--- src/rtl/ser_frame_pkg.sv ---
`timescale 1ns/1ps
package ser_frame_pkg;

  typedef enum logic [2:0] {
    ST_IDLE = 3'd0,
    ST_LOW  = 3'd1,
    ST_HIGH = 3'd2,
    ST_GAP  = 3'd3,
    ST_LOAD = 3'd4
  } tx_state_e;

  // minimum time in ns -> whole system clock cycles, rounded up
  function automatic int ns_to_cycles(input int t_ns, input int clk_mhz);
    return (t_ns * clk_mhz + 999) / 1000;
  endfunction

  function automatic int max_of(input int a, input int b);
    return (a > b) ? a : b;
  endfunction

endpackage

--- src/rtl/ser_frame_pack.sv ---
`timescale 1ns/1ps
// Arranges channel and value into frame positions D(FRAME_W-1)..D0.
module ser_frame_pack #(
  parameter int CHAN_W = 4,
  parameter int VAL_W  = 8,
  localparam int FRAME_W = CHAN_W + VAL_W
) (
  input  logic [CHAN_W-1:0]  chan,
  input  logic [VAL_W-1:0]   value,
  output logic [FRAME_W-1:0] frame
);

  assign frame[VAL_W-1:0] = value;

  // channel field is stored reversed: its MSB sits just above the value
  for (genvar j = 0; j < CHAN_W; j++) begin : g_chan_bit
    assign frame[VAL_W+j] = chan[CHAN_W-1-j];
  end

endmodule

--- src/rtl/ser_phase_timer.sv ---
`timescale 1ns/1ps
// Shared down-counter that times every phase of the frame.
module ser_phase_timer #(
  parameter int CNT_W = 6
) (
  input  logic             clk,
  input  logic             rst_n,
  input  logic             reload,
  input  logic [CNT_W-1:0] reload_val,
  output logic             expired
);

  logic [CNT_W-1:0] cnt_q, cnt_d;
  logic             cnt_en;

  assign cnt_en  = reload || (cnt_q != '0);
  assign expired = (cnt_q == '0);

  always_comb begin
    cnt_d = cnt_q;
    if (reload)            cnt_d = reload_val;
    else if (cnt_q != '0)  cnt_d = cnt_q - 1'b1;
  end

  always_ff @(posedge clk or negedge rst_n) begin
    if (!rst_n)      cnt_q <= '0;
    else if (cnt_en) cnt_q <= cnt_d;
  end

endmodule

--- src/rtl/ser_shifter.sv ---
`timescale 1ns/1ps
// Frame shift register, MSB first, with remaining-bit count.
module ser_shifter #(
  parameter int FRAME_W = 12,
  localparam int LEFT_W = $clog2(FRAME_W)
) (
  input  logic               clk,
  input  logic               rst_n,
  input  logic               load,
  input  logic               shift,
  input  logic               clear,
  input  logic [FRAME_W-1:0] frame,
  output logic               bit_out,
  output logic               last_bit
);

  logic [FRAME_W-1:0] sh_q, sh_d;
  logic [LEFT_W-1:0]  left_q, left_d;
  logic               sh_en;

  assign sh_en    = load || shift || clear;
  assign bit_out  = sh_q[FRAME_W-1];
  assign last_bit = (left_q == '0);

  always_comb begin
    sh_d   = sh_q;
    left_d = left_q;
    if (load) begin
      sh_d   = frame;
      left_d = LEFT_W'(FRAME_W - 1);
    end else if (clear) begin
      sh_d   = '0;
      left_d = '0;
    end else if (shift) begin
      sh_d   = {sh_q[FRAME_W-2:0], 1'b0};
      left_d = left_q - 1'b1;
    end
  end

  always_ff @(posedge clk or negedge rst_n) begin
    if (!rst_n) begin
      sh_q   <= '0;
      left_q <= '0;
    end else if (sh_en) begin
      sh_q   <= sh_d;
      left_q <= left_d;
    end
  end

endmodule

--- src/rtl/ser_tx_ctrl.sv ---
`timescale 1ns/1ps
// Frame sequencer: phases, serial clock, load strobe, handshake.
module ser_tx_ctrl import ser_frame_pkg::*; #(
  parameter int CNT_W     = 6,
  parameter int FIRST_LOW = 40,
  parameter int LOW_PH    = 40,
  parameter int HIGH_PH   = 40,
  parameter int LD_GAP    = 1,
  parameter int LD_HIGH   = 20
) (
  input  logic             clk,
  input  logic             rst_n,
  input  logic             start,
  input  logic             tmr_expired,
  input  logic             last_bit,
  output logic             tmr_reload,
  output logic [CNT_W-1:0] tmr_val,
  output logic             sh_load,
  output logic             sh_shift,
  output logic             sh_clear,
  output logic             sclk,
  output logic             load,
  output logic             busy,
  output logic             done
);

  tx_state_e state_q, state_d;
  logic      sclk_q, sclk_d;
  logic      load_q, load_d;
  logic      busy_q, busy_d;
  logic      done_q, done_d;

  always_comb begin
    state_d    = state_q;
    sclk_d     = sclk_q;
    load_d     = load_q;
    busy_d     = busy_q;
    done_d     = 1'b0;
    tmr_reload = 1'b0;
    tmr_val    = '0;
    sh_load    = 1'b0;
    sh_shift   = 1'b0;
    sh_clear   = 1'b0;
    unique case (state_q)
      ST_IDLE: begin
        if (start) begin
          state_d    = ST_LOW;
          tmr_reload = 1'b1;
          tmr_val    = CNT_W'(FIRST_LOW - 1);
          sh_load    = 1'b1;
          busy_d     = 1'b1;
          sclk_d     = 1'b0;
        end
      end
      ST_LOW: begin
        if (tmr_expired) begin
          state_d    = ST_HIGH;
          tmr_reload = 1'b1;
          tmr_val    = CNT_W'(HIGH_PH - 1);
          sclk_d     = 1'b1;
        end
      end
      ST_HIGH: begin
        if (tmr_expired) begin
          sclk_d     = 1'b0;
          tmr_reload = 1'b1;
          if (last_bit) begin
            state_d  = ST_GAP;
            tmr_val  = CNT_W'(LD_GAP - 1);
            sh_clear = 1'b1;
          end else begin
            state_d  = ST_LOW;
            tmr_val  = CNT_W'(LOW_PH - 1);
            sh_shift = 1'b1;
          end
        end
      end
      ST_GAP: begin
        if (tmr_expired) begin
          state_d    = ST_LOAD;
          tmr_reload = 1'b1;
          tmr_val    = CNT_W'(LD_HIGH - 1);
          load_d     = 1'b1;
        end
      end
      ST_LOAD: begin
        if (tmr_expired) begin
          state_d = ST_IDLE;
          load_d  = 1'b0;
          busy_d  = 1'b0;
          done_d  = 1'b1;
        end
      end
      default: begin
        state_d = ST_IDLE;
        sclk_d  = 1'b0;
        load_d  = 1'b0;
        busy_d  = 1'b0;
      end
    endcase
  end

  always_ff @(posedge clk or negedge rst_n) begin
    if (!rst_n) begin
      state_q <= ST_IDLE;
      sclk_q  <= 1'b0;
      load_q  <= 1'b0;
      busy_q  <= 1'b0;
      done_q  <= 1'b0;
    end else begin
      state_q <= state_d;
      sclk_q  <= sclk_d;
      load_q  <= load_d;
      busy_q  <= busy_d;
      done_q  <= done_d;
    end
  end

  assign sclk = sclk_q;
  assign load = load_q;
  assign busy = busy_q;
  assign done = done_q;

endmodule

--- src/rtl/ser_frame_tx.sv ---
`timescale 1ns/1ps
// Three-wire serial frame transmitter, top level.
module ser_frame_tx import ser_frame_pkg::*; #(
  parameter int CLK_MHZ         = 200,
  parameter int CHAN_W          = 4,
  parameter int VAL_W           = 8,
  parameter int T_CLK_LOW_NS    = 200,
  parameter int T_CLK_HIGH_NS   = 200,
  parameter int T_SETUP_NS      = 30,
  parameter int T_HOLD_NS       = 60,
  parameter int T_LOAD_SETUP_NS = 200,
  parameter int T_LOAD_HIGH_NS  = 100,
  parameter int T_LOAD_HOLD_NS  = 100
) (
  input  logic              clk,
  input  logic              rst_n,
  input  logic              start_i,
  input  logic [CHAN_W-1:0] chan_i,
  input  logic [VAL_W-1:0]  value_i,
  output logic              busy_o,
  output logic              done_o,
  output logic              ser_clk_o,
  output logic              ser_data_o,
  output logic              ser_load_o
);

  localparam int FRAME_W   = CHAN_W + VAL_W;
  localparam int CYC_LOW   = ns_to_cycles(T_CLK_LOW_NS, CLK_MHZ);
  localparam int CYC_HIGH  = ns_to_cycles(T_CLK_HIGH_NS, CLK_MHZ);
  localparam int CYC_SU    = ns_to_cycles(T_SETUP_NS, CLK_MHZ);
  localparam int CYC_HO    = ns_to_cycles(T_HOLD_NS, CLK_MHZ);
  localparam int CYC_LDSU  = ns_to_cycles(T_LOAD_SETUP_NS, CLK_MHZ);
  localparam int CYC_LDHI  = ns_to_cycles(T_LOAD_HIGH_NS, CLK_MHZ);
  localparam int CYC_LDHO  = ns_to_cycles(T_LOAD_HOLD_NS, CLK_MHZ);
  // data moves only at the falling edge, so setup folds into low, hold into high
  localparam int LOW_PH    = max_of(max_of(CYC_LOW, CYC_SU), 1);
  localparam int HIGH_PH   = max_of(max_of(CYC_HIGH, CYC_HO), 1);
  localparam int FIRST_LOW = max_of(LOW_PH, CYC_LDHO);
  localparam int LD_GAP    = (CYC_LDSU > HIGH_PH) ? (CYC_LDSU - HIGH_PH) : 1;
  localparam int LD_HIGH   = max_of(CYC_LDHI, 1);
  localparam int MAX_CYC   = max_of(max_of(FIRST_LOW, HIGH_PH), max_of(LD_GAP, LD_HIGH));
  localparam int CNT_W     = $clog2(MAX_CYC + 1);

  // asynchronous assert, synchronous release
  logic rst_meta_q, rst_sync_n;
  always_ff @(posedge clk or negedge rst_n) begin
    if (!rst_n) begin
      rst_meta_q <= 1'b0;
      rst_sync_n <= 1'b0;
    end else begin
      rst_meta_q <= 1'b1;
      rst_sync_n <= rst_meta_q;
    end
  end

  logic [FRAME_W-1:0] frame;
  logic               tmr_reload, tmr_expired;
  logic [CNT_W-1:0]   tmr_val;
  logic               sh_load, sh_shift, sh_clear, last_bit;

  ser_frame_pack #(.CHAN_W(CHAN_W), .VAL_W(VAL_W)) u_pack (
    .chan  (chan_i),
    .value (value_i),
    .frame (frame)
  );

  ser_phase_timer #(.CNT_W(CNT_W)) u_timer (
    .clk        (clk),
    .rst_n      (rst_sync_n),
    .reload     (tmr_reload),
    .reload_val (tmr_val),
    .expired    (tmr_expired)
  );

  ser_shifter #(.FRAME_W(FRAME_W)) u_shift (
    .clk      (clk),
    .rst_n    (rst_sync_n),
    .load     (sh_load),
    .shift    (sh_shift),
    .clear    (sh_clear),
    .frame    (frame),
    .bit_out  (ser_data_o),
    .last_bit (last_bit)
  );

  ser_tx_ctrl #(
    .CNT_W     (CNT_W),
    .FIRST_LOW (FIRST_LOW),
    .LOW_PH    (LOW_PH),
    .HIGH_PH   (HIGH_PH),
    .LD_GAP    (LD_GAP),
    .LD_HIGH   (LD_HIGH)
  ) u_ctrl (
    .clk         (clk),
    .rst_n       (rst_sync_n),
    .start       (start_i),
    .tmr_expired (tmr_expired),
    .last_bit    (last_bit),
    .tmr_reload  (tmr_reload),
    .tmr_val     (tmr_val),
    .sh_load     (sh_load),
    .sh_shift    (sh_shift),
    .sh_clear    (sh_clear),
    .sclk        (ser_clk_o),
    .load        (ser_load_o),
    .busy        (busy_o),
    .done        (done_o)
  );

endmodule

--- config.mk ---
export PLATFORM = sky130hd
export DESIGN_NAME = ser_frame_tx
export DESIGN_NICKNAME = d
export VERILOG_FILES = /design/src/rtl/ser_frame_pkg.sv /design/src/rtl/ser_frame_pack.sv /design/src/rtl/ser_phase_timer.sv /design/src/rtl/ser_shifter.sv /design/src/rtl/ser_tx_ctrl.sv /design/src/rtl/ser_frame_tx.sv
export SDC_FILE = /design/constraint.sdc
export NUM_CORES = 1
export LEC_CHECK = 0
export CAP_MARGIN = 0
export CORE_AREA = 10 10 89 72
export CTS_CLUSTER_DIAMETER = 60
export DETAILED_ROUTE_END_ITERATION = 8
export DIE_AREA = 0 0 99 82
export GPL_ROUTABILITY_DRIVEN = 0
export PLACE_DENSITY = 0.52
export SYNTH_ARGS = -nofsm -noshare
export SYNTH_HDL_FRONTEND = slang
export SYNTH_SLANG_ARGS = --single-unit
--- constraint.sdc ---
create_clock -name clk -period 1.8 [get_ports clk]
set_input_delay 0.54 -clock clk [delete_from_list [all_inputs] [get_ports clk]]
set_output_delay 0.54 -clock clk [all_outputs]
set_load 0.005 [all_outputs]
==> impl_metrics.csv, run 1 <==
group,metric,value,unit
power,p_total,3.31,mW
power,power_switching,1.11,mW
synth,ys.flop_type,"dfrtp_1",
worst_setup_path,crit_type,"reg2reg",
outcome,violations,"setup timing",
timing,finClkSkew,0.0101,ns
place,placed_area,2070,um^2
synth,netlist_area,1680,um^2
place,hpwl,2.93,mm
power,power_switching_share,0.335,
final_layout,fin_nets,242,
timing,grt_setup_unrepaired,"true",
timing,fin_crit_sh,1.06,
final_layout,area_growth,39.5,%
detailed_routing,drt-initial-drc-count,60,
grt,grt_max_degree,28,
floorplan,coreArea,4710,um^2
synth,synth_nets,194,
timing,fin_ws,-0.112,ns
synth,synth.largest_area_cell,"dfrtp_1",
timing,fmax,523,MHz
detailed_routing,wl_per_cell,14.8,um
timing,slew_viol_final,0,
clock_network,cts_hold_buf,0,
worst_setup_path,start_kind,"register",
synth,synth-seq-area-share,0.463,
synth,yosys_warnings,0,
synth,ys_seq_elements,31,
timing,period_minus_slack,1.91,ns
final_layout,nFillCells,432,
timing,hold_viol,0,
worst_setup_path,crit_path_end_kind,"register",
detailed_routing,via_count,1417,
final_layout,stdcell_count,284,
final_layout,drive_above_1_share,0.272,
job,drv_cap,0,
power,seq_power_share,0.349,
grt,grt_pass1_vias,1426,
floorplan,die_w,99,um
timing,hold-worst-slack,0.137,ns
synth,yosys-top-cells-area,"dfrtp_1 (46%), mux2i_1 (6.0%), nor2b_1 (4.9%)",
timing,tns,-1.12,ns
synth,ys_types,42,
synth,synth_edf_count,0,
power,p_clk_frac,0.215,
detailed_routing,drc_errors,0,
floorplan,die_y,82,um
clock_network,cts-root-buf,"clkbuf_8",
synth,synth_top_area_frac,0.463,
worst_setup_path,cp_max_fo,5,
clock_network,clock_latency,0.29,ns
worst_setup_path,critPathRequiredTime,1.98,ns
detailed_routing,dr.pass1.iters,4,
power,share_comb_of_total_power,0.436,
hold_path,min_path_type,"reg2async",
clock_network,cts_sinks,31,
clock_network,cts_buffer_depth,2,
place,dp_worst_setup_slack,-0.149,ns
outcome,status,"finished with violations",
floorplan,die_area,8120,um^2
clock_network,cts_buffers,5,
floorplan,rows,22,
place,placed_cells,266,
detailed_routing,ant_nets,0,
grt,grt_use_total,0.102,
power,powerDensity,1420,nW/um^2
worst_setup_path,critPathArrivalTime,2.09,ns
floorplan,top_level_ports,20,
synth,synth_cells,175,
detailed_routing,via_per_inst,4.99,
power,ir_drop,765,uV
detailed_routing,routed_wl,4.21,mm
final_layout,diodes,0,
synth,async_flop_share,1.00,
clock_network,clk_pin_slew_worst_paths,0.07,ns
power,p_int,2.20,mW
final_layout,finalInstanceArea,2340,um^2
grt,grt_pass1_wl,6.79,mm
floorplan,initial_core_util,0.356,
power,p_leak,0.977,nW
grt,antenna_found_initial,0,
clock_network,cts_tree,"built",
synth,avgSynthCellArea,9.57,um^2
clock_network,htreeDepth,2,
place,portBuffers,19,
grt,grt_overflow_total,0,
timing,setup_viol,23,
final_layout,utilization,0.497,
cell type report:
type	count	area, um^2	share of cell area
multi-input combinational	126	862	0.369
sequential	31	776	0.332
timing repair buffer	52	480	0.206
clock buffer	6	82.6	0.0353
tap	60	75.1	0.0321
clock inverter	2	35.0	0.0150
inverter	7	26.3	0.0112
per-layer routing:
metal / global-route usage / routed length [um] / up-vias / share of wire
met4: 0.0457 / 54 / 0 / 0.013
li1: - / - / 712 / -
met3: 0.0319 / 156 / 5 / 0.037
met5: 0 / 0 / - / 0
met1: 0.133 / 2090 / 684 / 0.50
met2: 0.154 / 1910 / 16 / 0.45
power groups by stage:
stage               registers, mW  clock network (mW)  logic [mW]
floorplan                    1.14                   0       0.751
global placement             1.15                   0        1.20
detailed placement           1.15                   0        1.24
CTS                          1.15               0.730        1.35
global route                 1.18               0.755        1.60
finish                       1.16               0.714        1.44
final timing paths:
check	start	endpoint	slack [ns]	cells past startpoint
min in group clk	rst_meta_q	rst_sync_n	0.36	0
worst min-delay path	rst_sync_n	u_timer.cnt_q[3]	0.14	0
worst min register to register	rst_sync_n	u_timer.cnt_q[3]	0.14	0
max in group asynchronous	rst_sync_n	u_ctrl.state_q[1]	1.04	1
worst max-delay path	u_timer.cnt_q[0]	u_shift.sh_q[1]	-0.11	8
worst max register to register	u_timer.cnt_q[0]	u_shift.sh_q[1]	-0.11	8
cell usage in the layout, fill, tap and decap left out, types with 2 or more instances in the layout:
| cell type | netlist | routed |
|---|---|---|
| a211o_1 | 2 | 2 |
| a21oi_1 | 6 | 5 |
| a31oi_1 | 2 | 2 |
| buf_4 | 2 | 24 |
| buf_6 | 2 | 8 |
| clkbuf_8 | 0 | 6 |
| clkdlybuf4s50_1 | 0 | 19 |
| dfrtp_1 | 31 | 31 |
| ha_1 | 4 | 3 |
| inv_1 | 7 | 5 |
| inv_2 | 0 | 2 |
| mux2i_1 | 10 | 9 |
| nand2_1 | 21 | 20 |
| nand3_1 | 3 | 3 |
| nor2_1 | 14 | 14 |
| nor2b_1 | 13 | 13 |
| nor3_1 | 5 | 3 |
| nor3_2 | 0 | 2 |
| o211ai_1 | 3 | 3 |
| o21ai_0 | 11 | 2 |
| o21ai_1 | 3 | 10 |
| o21ai_2 | 0 | 2 |
| o221ai_1 | 3 | 3 |
| or3b_2 | 2 | 2 |
| xnor2_1 | 3 | 3 |
sequential cells by signal (all words and copies together), names as in the netlist:
signal,flops
u_shift.sh_q,12
u_timer.cnt_q,6
u_shift.left_q,4
u_ctrl.state_q,3
rst_meta_q,1
rst_sync_n,1
u_ctrl.busy,1
u_ctrl.done,1
u_ctrl.load,1
u_ctrl.sclk,1
logic make-up after synthesis:
group                      share of synthesized area
other                                        0.00224
DFF                                            0.463
adders and majority gates                     0.0299
muxes                                         0.0597
AOI/OAI and AO/OA                              0.158
xor gates and xnor gates                      0.0209
and+or+nand+nor                                0.211
buffers and inverters                         0.0553
critical path, cell delays in order (launching register included):
cell and delay, ns:
dfrtp_1 0.39, inv_2 0.08, ha_4 0.12, or4b_4 0.50, nor3_4 0.18, buf_6 0.13, buf_6 0.11, mux2i_2 0.20
o21ai_1 0.08
synth_stat cells, drive strengths merged, types with 3 or more instances:
master / count
clkbuf: 5
inv: 7
xnor2: 3
dfrtp: 31
buf: 6
ha: 4
nand2: 21
mux2i: 10
nor2: 14
a21oi: 6
nor3: 6
o221ai: 3
o21ai: 14
nor2b: 13
o211ai: 3
nand3: 3
repair_timing:
action                     CTS  global route
pin swaps                    5             6
resized for setup           10            20
setup endpoints to repair   23            29
cloned                       1             0
setup buffers                7             2
No activity file was read; power rests on OpenSTA's default activity.
==> inputs of run 2 (changes only) <==
- ABC_AREA: not set -> 1
- CORE_AREA: 10 10 89 72 -> 10 10 91 73
- DIE_AREA: 0 0 99 82 -> 0 0 101 83
- PLACE_DENSITY: 0.52 -> 0.53
==> run 2 against run 1 <==
Net effect:
- the flow now finishes without violations
- total power shrank 59%
- sequential share of layout area grew 2.7 points
- non-clock buffer count shrank 24
- synthesized area grew 5.7%
- sequential cell count is the same
- count of clock-buffer cells in the layout grew 2
- clock skew shrank 0.0046 ns
- clock power shrank 17%
- hold slack gained 0.11 ns
- utilization shrank 4.8 points
- critical endpoint is now busy_o
- largest power group is now sequential cells
- highest routed layer unchanged
==> impl_metrics.csv, run 2 <==
group,metric,value,unit
clock_network,cts-root-buf,"clkbuf_8",
worst_setup_path,crit_type,"reg2out",
detailed_routing,dr.pass1.iters,4,
grt,grt_overflow_total,0,
grt,grt_pass1_wl,6.49,mm
synth,synth_top_area_frac,0.438,
power,powerDensity,622,nW/um^2
timing,hold_viol,0,
synth,ys.flop_type,"dfrtp_1",
synth,yosys_warnings,0,
clock_network,clk_pin_slew_worst_paths,0.07,ns
clock_network,cts_resized,0,
timing,hold-worst-slack,0.249,ns
synth,synth_edf_count,0,
synth,synth-seq-area-share,0.438,
detailed_routing,via_count,1388,
synth,ys_top_cells_by_count,"nand2_1 (87), dfrtp_1 (31), inv_1 (15), nor2_1 (15)",
detailed_routing,drt-initial-drc-count,60,
timing,slew_headroom,0.592,
grt,grt_pass1_vias,1365,
timing,tightest_slew,0.612,ns
worst_setup_path,ff2ff_path_depth,9,
synth,ys_types,26,
final_layout,area_growth,22.0,%
synth,avgSynthCellArea,8.08,um^2
clock_network,cts_buffers,5,
final_layout,largest_reg_flops,12,
grt,grt_max_degree,18,
floorplan,die_w,101,um
final_layout,nFillCells,482,
final_layout,final_common_cell,"nand2_1",
worst_setup_path,critPathArrivalTime,1.14,ns
synth,synth.largest_area_cell,"dfrtp_1",
clock_network,cts_hold_buf,0,
final_layout,drive_above_1_share,0.176,
synth,netlist_area,1770,um^2
place,placed_area,2060,um^2
power,ir_drop,413,uV
clock_network,cts_setup_buffers,0,
floorplan,top_level_ports,20,
synth,async_flop_share,1.00,
final_layout,final_cell_mix,"nand2_1 (87), dfrtp_1 (31), clkdlybuf4s50_1 (19)",
synth,synth_nets,238,
final_layout,finalInstanceArea,2160,um^2
synth,yosys-top-cells-area,"dfrtp_1 (44%), nand2_1 (18%), nand3_2 (5.1%)",
worst_setup_path,r2r_start,"u_timer.cnt_q[0]",
outcome,status,"complete, no violations",
worst_setup_path,crit_chain,"clkdlybuf4s50_1",
floorplan,die_area,8380,um^2
worst_setup_path,regToRegSetupSlack,0.21,ns
final_layout,largest_register,"u_shift.sh_q",
clock_network,cts_sinks,31,
floorplan,initial_core_util,0.368,
timing,setup_viol,0,
timing,grt_setup_unrepaired,"false",
detailed_routing,ant_nets,0,
power,p_leak,1.20,nW
floorplan,coreArea,4820,um^2
timing,fin_crit_sh,0.932,
power,p_total,1.34,mW
detailed_routing,via_per_inst,4.48,
worst_setup_path,cpPeakStageDelay,0.51,ns
timing,fmax,596,MHz
timing,tns,0,ns
worst_setup_path,worst-path-stages,1,
worst_setup_path,critical-path-slowest-cell,"clkdlybuf4s50_1",
synth,synth_most_common_cell,"nand2_1",
final_layout,diodes,0,
final_layout,fin_nets,268,
worst_setup_path,crit_path_end_kind,"output port",
synth,ys_seq_elements,31,
detailed_routing,routed_wl,3.80,mm
worst_setup_path,start_kind,"register",
detailed_routing,wl_per_cell,12.2,um
worst_setup_path,critPathLaunch,"u_ctrl.busy",
worst_setup_path,cp_top_family,"buffers and inverters",
synth,synth_cells,219,
floorplan,die_y,83,um
clock_network,clock_latency,0.28,ns
timing,finClkSkew,0.00553,ns
detailed_routing,drc_errors,0,
clock_network,cts_buffer_depth,2,
place,portBuffers,19,
place,hpwl,2.90,mm
hold_path,min_path_type,"reg2async",
timing,period_minus_slack,1.68,ns
grt,antenna_found_initial,0,
worst_setup_path,critPathRequiredTime,1.26,ns
floorplan,rows,22,
worst_setup_path,path_buf_inv,1,
worst_setup_path,cp_max_fo,2,
final_layout,biggestRegsByFlops,"u_shift.sh_q (12), u_timer.cnt_q (6), u_shift.left_q (4)",
clock_network,htreeDepth,2,
clock_network,cts_tree,"built",
worst_setup_path,crit_end,"busy_o",
worst_setup_path,reg2reg_to,"u_shift.sh_q[1]",
timing,slew_viol_final,0,
grt,grt_use_total,0.0932,
job,drv_cap,0,
==> run 2: cell families (layout without fill, tap and decap cells) <==
group	count (synthesis)	count (layout)	synth area share
other cells	1	1	0.00212
compound gates	18	18	0.0580
buf+inv	27	58	0.0784
simple gates	134	134	0.375
flops	31	31	0.438
fa+ha+maj	4	4	0.0283
xor+xnor	4	4	0.0198
==> run 2: power by group <==
group / internal (mW) / leakage [nW] / switching [mW]
Clock: 0.349 / 0.0515 / 0.246
Combinational: 0.0310 / 0.759 / 0.0134
Sequential: 0.699 / 0.393 / 0.00665
==> run 2: per-stage QoR <==
stage | utilization | std cells | worst slack (ns)
after CTS | 0.448 | 310 | 0.0974
after detailed placement | 0.428 | 302 | -0.0152
after floorplan | - | 219 | 0.358
final | 0.448 | 310 | 0.122
after global placement | 0.428 | 302 | 0.0181
after global routing | 0.448 | 310 | 0.0591
==> run 2: layout make-up <==
| class | instances | area [um^2] | area share |
|---|---|---|---|
| clock buffers | 8 | 100 | 0.0463 |
| inverters | 22 | 82.6 | 0.0382 |
| multi-input cells | 161 | 856 | 0.396 |
| flip-flops and latches | 31 | 776 | 0.359 |
| well taps | 60 | 75.1 | 0.0348 |
| repair buffers | 28 | 270 | 0.125 |
==> run 2: how the worst min path moves through the flow <==
stage               start                to  depth (start not counted)
4_1_cts        rst_sync_n       u_ctrl.sclk                          0
3_5_place_dp   rst_sync_n       u_ctrl.sclk                          0
2_1_floorplan       rst_n        rst_meta_q                          0
6_report       rst_sync_n  u_timer.cnt_q[1]                          0
5_1_grt        rst_sync_n       u_ctrl.load                          0
3_3_place_gp   rst_sync_n       u_ctrl.sclk                          0
==> run 2: layer usage <==
metal | up-vias | wire length (um) | global-route usage
met5 | - | 0 | 0
met4 | 0 | 40 | 0.0226
met3 | 4 | 228 | 0.0389
met2 | 27 | 1520 | 0.124
met1 | 610 | 2010 | 0.134
li1 | 747 | - | -
